--- config.mk ---
export PLATFORM = sky130hd
export DESIGN_NAME = core_cycle_ctrl
export DESIGN_NICKNAME = d
export VERILOG_FILES = /design/src/rtl/cc_pkg.sv /design/src/rtl/cc_sync_edge.sv /design/src/rtl/cc_pulse_timer.sv /design/src/rtl/cc_parity_gen.sv /design/src/rtl/core_cycle_ctrl.sv
export SDC_FILE = /design/constraint.sdc
export NUM_CORES = 1
export LEC_CHECK = 0
export BUFFER_PORTS_ARGS = -buffer_cell sky130_fd_sc_hd__buf_4
export CAP_MARGIN = 30
export CORE_ASPECT_RATIO = 0.8
export CORE_MARGIN = 1.5
export CORE_UTILIZATION = 45
export CTS_CLUSTER_SIZE = 30
export DETAILED_ROUTE_END_ITERATION = 8
export PLACE_DENSITY = 0.9
export SETUP_SLACK_MARGIN = 0.02
export SLEW_MARGIN = 20
export SYNTH_ARGS = -nofsm -noshare
export SYNTH_HDL_FRONTEND = slang
export SYNTH_SLANG_ARGS = --single-unit
--- constraint.sdc ---
create_clock -name clk -period 2.5 [get_ports clk]
set_input_delay 0.375 -clock clk [delete_from_list [all_inputs] [get_ports clk]]
set_output_delay 0.375 -clock clk [all_outputs]
set_load 0.01 [all_outputs]
--- src/rtl/cc_pkg.sv ---
package cc_pkg;
   typedef enum logic [1:0] {
      TM_IDLE  = 2'd0,
      TM_WAIT  = 2'd1,
      TM_PULSE = 2'd2
   } tmr_state_e;
endpackage

--- src/rtl/cc_sync_edge.sv ---
module cc_sync_edge #(
   parameter int STAGES = 2
) (
   input  logic clk,
   input  logic rst_n,
   input  logic d,
   output logic q,
   output logic rise
);
   logic [STAGES-1:0] sh;
   logic              q_prev;

   generate
      if (STAGES < 2) begin : g_bad_stages
         $error("cc_sync_edge: STAGES must be at least 2");
      end
   endgenerate

   always_ff @(posedge clk or negedge rst_n) begin
      if (!rst_n) begin
         sh     <= '0;
         q_prev <= 1'b0;
      end else begin
         sh     <= {sh[STAGES-2:0], d};
         q_prev <= sh[STAGES-1];
      end
   end

   assign q    = sh[STAGES-1];
   assign rise = sh[STAGES-1] & ~q_prev;
endmodule

--- src/rtl/cc_pulse_timer.sv ---
module cc_pulse_timer
   import cc_pkg::*;
#(
   parameter int DELAY = 3,
   parameter int WIDTH = 5
) (
   input  logic clk,
   input  logic rst_n,
   input  logic abort,
   input  logic start,
   output logic go,
   output logic pulse
);
   localparam int CNT_MAX = (DELAY > WIDTH) ? DELAY : WIDTH;
   localparam int CW      = $clog2(CNT_MAX + 1);
   localparam logic [CW-1:0] LD_W   = CW'(WIDTH - 1);
   localparam logic [CW-1:0] LD_DLY = (DELAY > 0) ? CW'(DELAY - 1) : '0;

   tmr_state_e    st;
   logic [CW-1:0] cnt;
   logic          direct_go;

   generate
      if (WIDTH < 1) begin : g_bad_width
         $error("cc_pulse_timer: WIDTH must be at least 1");
      end
      if (DELAY == 0) begin : g_no_delay
         assign direct_go = (st == TM_IDLE) & start;
      end else begin : g_delay
         assign direct_go = 1'b0;
      end
   endgenerate

   assign go    = ~abort & (direct_go | ((st == TM_WAIT) & (cnt == '0)));
   assign pulse = (st == TM_PULSE);

   always_ff @(posedge clk or negedge rst_n) begin
      if (!rst_n) begin
         st  <= TM_IDLE;
         cnt <= '0;
      end else if (abort) begin
         st  <= TM_IDLE;
         cnt <= '0;
      end else if (go) begin
         st  <= TM_PULSE;
         cnt <= LD_W;
      end else begin
         case (st)
            TM_IDLE: begin
               if (start) begin
                  st  <= TM_WAIT;
                  cnt <= LD_DLY;
               end
            end
            TM_WAIT: cnt <= cnt - 1'b1;
            TM_PULSE: begin
               if (cnt == '0) st <= TM_IDLE;
               else           cnt <= cnt - 1'b1;
            end
            default: st <= TM_IDLE;
         endcase
      end
   end
endmodule

--- src/rtl/cc_parity_gen.sv ---
module cc_parity_gen #(
   parameter int DATA_W = 16,
   parameter int HALF_W = 8
) (
   input  logic [DATA_W-1:0]        data,
   input  logic                     en,
   output logic [DATA_W/HALF_W-1:0] par_n
);
   localparam int NH = DATA_W / HALF_W;

   generate
      if (DATA_W % HALF_W != 0) begin : g_bad_split
         $error("cc_parity_gen: DATA_W must be a multiple of HALF_W");
      end
      for (genvar h = 0; h < NH; h++) begin : g_half
         assign par_n[h] = ~(en & ~(^data[h*HALF_W +: HALF_W]));
      end
   endgenerate
endmodule

--- src/rtl/core_cycle_ctrl.sv ---
module core_cycle_ctrl #(
   parameter int ADDR_W      = 13,
   parameter int DATA_W      = 16,
   parameter int HALF_W      = 8,
   parameter int SYNC_STAGES = 2,
   parameter int RD_DELAY    = 3,
   parameter int RD_WIDTH    = 5,
   parameter int WR_WIDTH    = 4
) (
   input  logic                     clk,
   input  logic                     rst_n,
   input  logic                     pwr_good,
   input  logic                     stor_use,
   input  logic                     stor_read,
   input  logic                     stor_write,
   input  logic [ADDR_W-1:0]        addr_in,
   input  logic [DATA_W-1:0]        wdata_n,
   input  logic [DATA_W-1:0]        mem_rdata,
   output logic [ADDR_W-1:0]        mem_addr,
   output logic [DATA_W-1:0]        mem_wdata,
   output logic                     mem_ce_n,
   output logic                     mem_we_n,
   output logic                     mem_oe_n,
   output logic                     wbuf_en_n,
   output logic [DATA_W-1:0]        sense_n,
   output logic [DATA_W/HALF_W-1:0] par_n
);
   localparam int NH = DATA_W / HALF_W;

   generate
      if (RD_DELAY < 1) begin : g_bad_rd_delay
         $error("core_cycle_ctrl: RD_DELAY must be at least 1");
      end
      if (NH < 1) begin : g_bad_halves
         $error("core_cycle_ctrl: HALF_W must not exceed DATA_W");
      end
   endgenerate

   logic              act;
   logic              rd_s, rd_rise, wr_s, wr_rise;
   logic              rd_go, rd_pulse, wr_go, wr_pulse;
   logic [DATA_W-1:0] data_q;
   logic              show;

   assign act = pwr_good & stor_use;

   cc_sync_edge #(.STAGES(SYNC_STAGES)) u_rd_sync (
      .clk(clk), .rst_n(rst_n), .d(stor_read), .q(rd_s), .rise(rd_rise));

   cc_sync_edge #(.STAGES(SYNC_STAGES)) u_wr_sync (
      .clk(clk), .rst_n(rst_n), .d(stor_write), .q(wr_s), .rise(wr_rise));

   cc_pulse_timer #(.DELAY(RD_DELAY), .WIDTH(RD_WIDTH)) u_rd_tmr (
      .clk(clk), .rst_n(rst_n), .abort(~act), .start(rd_rise),
      .go(rd_go), .pulse(rd_pulse));

   cc_pulse_timer #(.DELAY(0), .WIDTH(WR_WIDTH)) u_wr_tmr (
      .clk(clk), .rst_n(rst_n), .abort(~act), .start(wr_rise),
      .go(wr_go), .pulse(wr_pulse));

   always_ff @(posedge clk or negedge rst_n) begin
      if (!rst_n)     data_q <= '0;
      else if (rd_go) data_q <= mem_rdata;
   end

   assign show = rd_pulse & act;

   cc_parity_gen #(.DATA_W(DATA_W), .HALF_W(HALF_W)) u_par (
      .data(data_q), .en(show), .par_n(par_n));

   assign sense_n   = ~(data_q & {DATA_W{show}});
   assign mem_ce_n  = ~act;
   assign mem_oe_n  = ~(act & ~wr_s);
   assign wbuf_en_n = ~(act & wr_s);
   assign mem_we_n  = ~(act & wr_s & wr_pulse);
   assign mem_addr  = addr_in;
   assign mem_wdata = ~wdata_n;

   logic unused_wr_go;
   assign unused_wr_go = wr_go;
endmodule

==> results of run 1 <==
-- report_power, final --
group | leakage, nW | internal (mW) | switching, mW
Combinational | 0.735 | 0.354 | 0.243
Clock | 0.0541 | 0.294 | 0.195
Sequential | 0.407 | 0.629 | 0.101
-- worst max-delay path, cell delays in order (launching register included) --
cell and delay (ns):
dfrtp_1 0.41, inv_1 0.11, ha_1 0.21, and3_1 0.16, buf_4 0.24, nand2_1 0.10
buf_4 0.15
-- worst min path at each step --
| stage | to | startpoint |
|---|---|---|
| 2_1_floorplan | data_q[0] | rst_n |
| 3_3_place_gp | u_wr_sync.sh[1] | rst_n |
| 3_5_place_dp | u_wr_sync.sh[0] | rst_n |
| 4_1_cts | u_wr_sync.sh[0] | rst_n |
| 5_1_grt | u_wr_sync.sh[1] | rst_n |
| 6_report | u_rd_tmr.cnt[2] | rst_n |
-- state kept, by name, summed over array words and instances, names as in the netlist, 2 cells and up --
signal,cells
u_rd_sync.sh,2
u_rd_tmr.cnt,3
data_q,16
u_wr_tmr.st,2
u_wr_sync.sh,2
u_rd_tmr.st,2
u_wr_tmr.cnt,3
-- cell families after synthesis --
logic type,after synthesis
adders and majority gates,11
xor gates and xnor gates,14
DFF,32
and+or+nand+nor,50
muxes,17
buffers and inverters,45
AOI/OAI and AO/OA,24
-- routing by layer --
layer,global-route usage,wire [µm]
met1,0.2550,1805
met2,0.3208,1973
met3,0.05150,317
met4,0.09439,73
met5,0,0
-- synthesized netlist by cell type, types with 2 or more instances --
master | instances | area (µm²)
nand2b_1 | 7 | 43.79
o21ai_0 | 3 | 15.01
a21oi_1 | 7 | 35.03
a211oi_1 | 3 | 22.52
nor2_1 | 3 | 11.26
buf_2 | 2 | 10.01
clkbuf_1 | 2 | 7.510
ha_1 | 11 | 137.6
nand3_1 | 3 | 15.01
inv_1 | 26 | 97.59
mux2_2 | 16 | 180.2
dfrtp_1 | 32 | 800.8
o21a_1 | 2 | 15.01
nand2_1 | 24 | 90.09
a311oi_1 | 3 | 26.28
buf_4 | 13 | 97.59
nor2b_1 | 2 | 12.51
xnor2_1 | 14 | 122.6
-- cell type report --
class,count,share of cell area
Sequential cell,32,0.3165
Timing Repair Buffer,77,0.2285
Inverter,27,0.04006
Clock inverter,3,0.01682
Multi-Input combinational cell,116,0.3437
Clock buffer,5,0.02720
Tap cell,55,0.02720
==> reports/results.txt, run 1 <==
Synth Net Count = 255
Fin nets = 321
CTS tree = built
Post-Synth Adder-Cell Area = 0.07280
Synth Register Bits = 32
Commonest non-fill, non-tap cell in the layout = buf_4
Final hold vios = 0
Port Buf Inserts = 75
Post-Syn Area = 1891 µm²
R2r setup slk = 0.55 ns
Post-synthesis compound-gate area fraction = 0.08537
CP Max Fanout = 18
Clock Skews = 0.006333 ns
Reg area = 800.8 µm²
Worst VDD drop = 0.5307 mV
Root Driver = clkbuf_8
Num CTS Buffers = 5
Most frequent cells in the layout = 77 x buf_4, 32 x dfrtp_1, 26 x inv_1, 24 x nand2_1, 16 x mux2_2
Gp weighted congestion = 0.8103
Routed WL per cell = 13.23 µm
CTS max path bufs = 2
DRC = 0
Largest family of logic cells by synthesized area = simple AND/OR/NAND/NOR gates
CTS Sinks = 32
Minimum hold slack = 0.01000 ns
Row count = 20
Final std cells w/o fill = 315
Final WS setup = 0.4598 ns
WS Path Type = flip-flop to output port
Layout area overhead = 33.82%
Post-synthesis mux area share = 0.1006
Pre-CTS WS = 0.6549 ns
Vias in the first global route = 1,480
Setup violators final = 0
Fillers = 305
Multi-input gate area = 869.6 µm²
ANT cells = 0
Slew at the pin closest to its max-slew limit = 0.4450 ns
Crit path to = sense_n[7]
Final TNS setup = 0 ns
Overall power = 1.817 mW
Worst setup path startpoint = u_rd_tmr.st[0]
Via density = 4.940
CTS Hold Bufs = 0
Initial antenna violation count = 0
PostCTS Resize Cnt = 0
Status = finished clean
Clk_lat worst skew = 0.29 ns
YS warnings = 0
Pre-antenna DRT Iters = 4
DP HPWL = 3.145 mm
DRT Wirelength = 4.169 mm
Final worst-path cycle share = 0.8161
Critical path arrival = 1.67 ns
Clock Pin Slew Worst Setup and Hold Paths = 0.07 ns
RR Startpoint = u_rd_tmr.cnt[0]
Largest net degree at the start of global routing = 33
Die Y = 60.98 µm
CP Capture Type = output port
Share of layout cells above drive strength 1 = 0.4038
H-tree level count = 2
Share of the yosys chip area belonging to registers = 0.4236
Distinct cells, synth = 38
Number of I/O pins = 102
Fmax = 490.2 MHz
First-pass GRT wire length = 6.734 mm
Worst rel slew slack = 0.7033
Cell area after layout = 2530 µm²
Post-CTS Repair Setup Buffers = 0
Cell area power density = 718.2 nW/µm²
RSZ-0062 raised after global routing = no
R2R Path End = u_rd_tmr.cnt[1]
Die X = 75.47 µm
Total grt overflow = 0
Pleak = 1.196 nW
Core footprint = 3904 µm²
HP Class = input port to asynchronous set/reset pin
Register-to-Register Path Depth = 7
Max_cap viols = 0
Avg Cell Area, Syn = 9.796 µm²
DP Area = 2419 µm²
ANT nets after route = 0
Synth Area in Simple Gates = 0.1363
WP data required = 2.12 ns
Initial DRC Count = 61
Main synth FF type = dfrtp_1
Tmin final = 2.040 ns
Die area = 4601 µm²
Asr flop ratio synth = 1.000
Number of max-slew violations in the final report = 0
DP Cell Count = 307
Initial Utilization = 0.4843
EDFF count, synth = 0
Startpoint Class = flip-flop
XOR/XNOR share of the synthesized area = 0.06486
Routed vias = 1,556
Post-synthesis cell count = 193
Tot GR Track Use = 0.1999
Post-layout util = 0.6481
Note: power is estimated with default switching activity, not from simulation.
==> inputs of run 2 (changes only) <==
==> constraint.sdc (replaced) <==
create_clock -name clk -period 2.1 [get_ports clk]
set_input_delay 0.315 -clock clk [delete_from_list [all_inputs] [get_ports clk]]
set_output_delay 0.315 -clock clk [all_outputs]
set_load 0.01 [all_outputs]
==> reports/results.txt, run 2 (same netlist as run 1, synthesis figures left out) <==
Clock power share = 0.219
Tmin final = 1.965 ns
RSZ-0062 raised after global routing = no
Post-CTS Repair Setup Buffers = 0
WP data required = 1.78 ns
Final worst-path cycle share = 0.9357
Hold Path Depth = 1
Switching Fraction = 0.3058
Max_cap viols = 0
Final std cells w/o fill = 315
CTS max path bufs = 2
Commonest non-fill, non-tap cell in the layout = buf_4
Routed WL per cell = 12.83 µm
Gp weighted congestion = 0.7860
Die area = 4601 µm²
Fmax = 508.9 MHz
H-tree level count = 2
Port Buf Inserts = 75
Layout area overhead = 32.76%
Pleak = 1.188 nW
ANT nets after route = 0
Clk_lat worst skew = 0.29 ns
Final hold vios = 0
Combinational Power Share = 0.350
Core footprint = 3904 µm²
Pre-antenna DRT Iters = 4
Via density = 4.876
HP Class = input port to flip-flop
First-pass GRT wire length = 6.334 mm
Number of max-slew violations in the final report = 0
Register-to-Register Path Depth = 7
Clock Skews = 0.006718 ns
Top reg by flops = data_q
Clock Pin Slew Worst Setup and Hold Paths = 0.06 ns
DRT Wirelength = 4.042 mm
Die X = 75.47 µm
Worst VDD drop = 0.6084 mV
Worst rel slew slack = 0.7200
Setup violators final = 0
Tot GR Track Use = 0.1898
DP Cell Count = 307
DRC = 0
Vias in the first global route = 1,463
WS Path Type = flip-flop to output port
Initial antenna violation count = 0
Largest net degree at the start of global routing = 33
Root Driver = clkbuf_8
DP HPWL = 3.150 mm
Status = finished clean
Share of layout cells above drive strength 1 = 0.3962
Most frequent cells in the layout = 76 x buf_4, 32 x dfrtp_1, 26 x inv_1, 24 x nand2_1, 16 x mux2_2
Initial DRC Count = 68
Total grt overflow = 0
Number of flip-flops under the largest register name = 16
Minimum hold slack = 0.1328 ns
Top flop regs = data_q x16, u_rd_tmr.cnt x3, u_wr_tmr.cnt x3
Routed vias = 1,536
Startpoint Class = flip-flop
ANT cells = 0
Cell-internal power = 1.397 mW
CP Capture Type = output port
Num CTS Buffers = 5
Initial Utilization = 0.4843
Cell area power density = 801.9 nW/µm²
Row count = 20
Critical path arrival = 1.65 ns
Slew at the pin closest to its max-slew limit = 0.4200 ns
Number of I/O pins = 102
CP Max Fanout = 18
Fin nets = 322
Fillers = 337
Die Y = 60.98 µm
CTS Sinks = 32
Final TNS setup = 0 ns
CTS tree = built
Sw Pwr = 615.4 µW
Sequential power share = 0.431
## run 2: cell types whose count changed in the layout (fill, tap and decap cells not counted), sizes merged
cell,previous run,this run
dlygate4sd3,0,1
clkbuf,5,6
clkinvlp,1,0
bufinv,1,0
## run 2: layout make-up
| class | instances | area, µm² | share of cell area |
|---|---|---|---|
| repair buffers | 78 | 591.8 | 0.2358 |
| inverters | 27 | 101.3 | 0.04038 |
| clock inverters | 1 | 5.005 | 0.001994 |
| clock buffers | 6 | 72.57 | 0.02891 |
| well taps | 55 | 68.82 | 0.02742 |
| multi-input cells | 116 | 869.6 | 0.3465 |
| flip-flops and latches | 32 | 800.8 | 0.3190 |
## run 2: metal layers
layer	up-vias	track usage	wire length, µm
met5	-	0	0
met4	0	0.09184	85
met3	11	0.06645	326
met2	59	0.2882	1899
met1	718	0.2437	1731
li1	748	-	-
## run 2: power by group through the flow
| stage | registers (mW) | logic, mW | clock network, mW |
|---|---|---|---|
| 6_report | 0.868 | 0.704 | 0.441 |
| 3_3_place_gp | 0.868 | 0.677 | 0 |
| 4_1_cts | 0.870 | 0.715 | 0.453 |
| 5_1_grt | 0.890 | 0.789 | 0.481 |
| 3_5_place_dp | 0.881 | 0.710 | 0 |
| 2_1_floorplan | 0.849 | 0.563 | 0 |
## run 2: worst max-delay path: stages, from the launching register on
cell and delay (ns):
dfrtp_1 0.42, inv_1 0.13, ha_1 0.22, and3_1 0.18
buf_6 0.18, nand2_1 0.09, buf_4 0.15
## run 2: worst paths after layout
path	endpoint	slack, ns	from
worst max-delay path	sense_n[9]	0.14	u_rd_tmr.st[0]
worst min-delay path	u_rd_sync.sh[0]	0.13	stor_read
worst max register to register	u_rd_tmr.cnt[1]	0.17	u_rd_tmr.cnt[0]
worst min register to register	u_wr_sync.sh[1]	0.36	u_wr_sync.sh[0]
max in group asynchronous	data_q[8]	1.32	rst_n
min in group asynchronous	u_wr_tmr.cnt[1]	0.49	rst_n
## run 2: metrics by stage
step | worst slack [ns] | util | instance area [µm²] | total power [mW]
2_1_floorplan | 0.3092 | - | 1891 | 1.412
3_3_place_gp | 0.3488 | 0.6196 | 2419 | 1.545
3_5_place_dp | 0.2243 | 0.6196 | 2419 | 1.591
4_1_cts | 0.09336 | 0.6420 | 2506 | 2.037
5_1_grt | 0.03252 | 0.6429 | 2510 | 2.161
6_report | 0.1350 | 0.6429 | 2510 | 2.013
## run 2: what timing repair did
| action | 4_1_cts | 5_1_grt |
|---|---|---|
| resized for setup | 0 | 1 |
| setup endpoints to repair | 0 | 17 |
| endpoints found under the hold margin | 32 | 0 |
| hold buffers | 1 | 0 |
==> inputs of run 3 (changes only) <==
--- a/config.mk
+++ b/config.mk
@@ -5,6 +5,7 @@
 export SDC_FILE = /design/constraint.sdc
 export NUM_CORES = 1
 export LEC_CHECK = 0
+export ABC_AREA = 1
 export BUFFER_PORTS_ARGS = -buffer_cell sky130_fd_sc_hd__buf_4
 export CAP_MARGIN = 30
 export CORE_ASPECT_RATIO = 0.8
@@ -12,8 +13,9 @@
 export CORE_UTILIZATION = 45
 export CTS_CLUSTER_SIZE = 30
 export DETAILED_ROUTE_END_ITERATION = 8
-export PLACE_DENSITY = 0.9
+export PLACE_DENSITY = 0.88
 export SETUP_SLACK_MARGIN = 0.02
+export SKIP_LAST_GASP = 1
 export SLEW_MARGIN = 20
 export SYNTH_ARGS = -nofsm -noshare
 export SYNTH_HDL_FRONTEND = slang
==> reports/results.txt, run 3 <==
Status = finished clean
Most common cell in the netlist = nand2_1
Top reg by flops = data_q
CP Capture Type = output port
Number of max-slew violations in the final report = 0
Tmin final = 1.852 ns
Top flop regs = data_q x16, u_rd_tmr.cnt x3, u_wr_tmr.cnt x3
WP data required = 1.78 ns
Fmax = 539.9 MHz
Commonest non-fill, non-tap cell in the layout = nand2_1
Critical path arrival = 1.54 ns
Num CTS Buffers = 5
YS warnings = 0
H-tree level count = 2
Share of the synthesized area in the top cell type = 0.3745
Cell area power density = 858.5 nW/µm²
Number of I/O pins = 102
Pre-antenna DRT Iters = 4
Post-synthesis cell count = 291
Vias in the first global route = 1,766
Post-layout util = 0.6082
CTS Sinks = 32
Worst VDD drop = 0.5769 mV
Die X = 80.07 µm
Routed vias = 1,940
WS Path Type = flip-flop to output port
Via density = 4.608
Most frequent cells in the layout = 124 x nand2_1, 78 x buf_4, 43 x inv_1, 32 x dfrtp_1, 15 x nand3_1
Share of layout cells above drive strength 1 = 0.2770
Clock Skews = 0.006556 ns
Port Buf Inserts = 75
Final worst-path cycle share = 0.8820
DRT Wirelength = 4.358 mm
Cell area after layout = 2779 µm²
Largest net degree at the start of global routing = 33
CTS max path bufs = 2
Row count = 22
Top cells by count, synth = 124 x nand2_1, 43 x inv_1, 32 x dfrtp_1
Layout area overhead = 29.96%
Fin nets = 422
Overall power = 2.386 mW
Number of flip-flops under the largest register name = 16
Root Driver = clkbuf_8
First-pass GRT wire length = 7.238 mm
RR Startpoint = u_rd_tmr.cnt[0]
Minimum hold slack = 0.1332 ns
Die Y = 64.66 µm
Setup violators final = 0
DRC = 0
Final hold vios = 0
RSZ-0062 raised after global routing = no
HP Class = input port to flip-flop
Total grt overflow = 0
Slew at the pin closest to its max-slew limit = 0.4019 ns
Synth area leaders = dfrtp_1 37%, nand2_1 22%, inv_1 7.5%
Startpoint Class = flip-flop
Clock Pin Slew Worst Setup and Hold Paths = 0.06 ns
Distinct cells, synth = 25
Synth Net Count = 353
Gp weighted congestion = 0.8778
CTS tree = built
Initial Utilization = 0.4680
Max_cap viols = 0
Initial antenna violation count = 0
Worst Hold Launch = stor_read
Dominant cell type by area after synthesis = dfrtp_1
Tot GR Track Use = 0.1784
Final TNS setup = 0 ns
DP HPWL = 3.323 mm
Post-Syn Area = 2138 µm²
Asr flop ratio synth = 1.000
Synth Register Bits = 32
ANT nets after route = 0
DP Area = 2659 µm²
Die area = 5177 µm²
Avg Cell Area, Syn = 7.348 µm²
EDFF count, synth = 0
ANT cells = 0
Core footprint = 4569 µm²
Share of the yosys chip area belonging to registers = 0.3745
Routed WL per cell = 10.35 µm
Initial DRC Count = 48
Clk_lat worst skew = 0.28 ns
Main synth FF type = dfrtp_1
Worst setup path startpoint = u_rd_tmr.st[0]
Worst rel slew slack = 0.7321
Pleak = 1.491 nW
CP Max Fanout = 18
[run 3: cell types whose count changed after synthesis, moves of 7 or more]
cell      previous run  this run
inv_1               26        43
a21oi_1              7         0
nand3_1              3        15
mux2_2              16         0
xor2_1               0         8
nand2b_1             7         0
nand2_1             24       124
[run 3: what timing repair did]
item | 4_1_cts | 5_1_grt
buffers inserted | 0 | 1
resized for setup | 0 | 0
hold endpoints to repair | 32 | 0
setup endpoints to repair | 0 | 7
hold buffers | 1 | 0
[run 3: cells by family (layout without fill, tap and decap cells)]
| logic type | count (synthesis) | in the layout | synth area share |
|---|---|---|---|
| fa+ha+maj | 11 | 11 | 0.06436 |
| buf+inv | 63 | 133 | 0.1469 |
| flops | 32 | 32 | 0.3745 |
| simple gates | 157 | 157 | 0.3183 |
| compound gates | 12 | 12 | 0.03043 |
| xor+xnor | 16 | 16 | 0.06554 |
[run 3: worst max-delay path: stages (launching register included)]
cell,delay [ns]
dfrtp_1,0.40
inv_1,0.11
ha_1,0.17
inv_1,0.08
nor2_4,0.10
buf_12,0.15
nand3_1,0.09
buf_4,0.14
[run 3: stage by stage]
step                worst slack (ns)  instances
floorplan                     0.6620        291
global placement              0.4810        411
detailed placement            0.4154        411
CTS                           0.1051        420
global route                  0.1423        421
finish                        0.2478        421
[run 3: path summary, 6_finish.rpt]
check	endpoint	slack [ns]	cells after the start
max in group asynchronous	u_wr_tmr.cnt[1]	1.30	2
worst min register to register	u_rd_sync.sh[1]	0.35	0
worst min-delay path	u_rd_sync.sh[0]	0.13	1
worst max-delay path	par_n[1]	0.25	7
worst max register to register	data_q[8]	0.45	9
min in group asynchronous	data_q[0]	0.50	2
[run 3: layout make-up]
cell class | instances | area [µm²]
repair buffers | 80 | 615.6
multi-input cells | 196 | 1023
fillers | 424 | 1790
well taps | 60 | 75.07
inverters | 45 | 173.9
clock buffers | 8 | 90.09
flip-flops and latches | 32 | 800.8
[run 3: metal layers]
layer / vias to the layer above / GRT usage / routed length, µm
li1: 1001 / - / -
met1: 860 / 0.2196 / 1939
met2: 69 / 0.2920 / 2050
met3: 10 / 0.05211 / 309
met4: 0 / 0.07328 / 59
met5: - / 0 / 0
[run 3: report_power, final]
group	leakage (nW)	internal [mW]	switching, mW
sequential	0.406	0.775	0.220
combinational	1.04	0.429	0.481
clock	0.0455	0.267	0.213
total	1.49	1.47	0.915
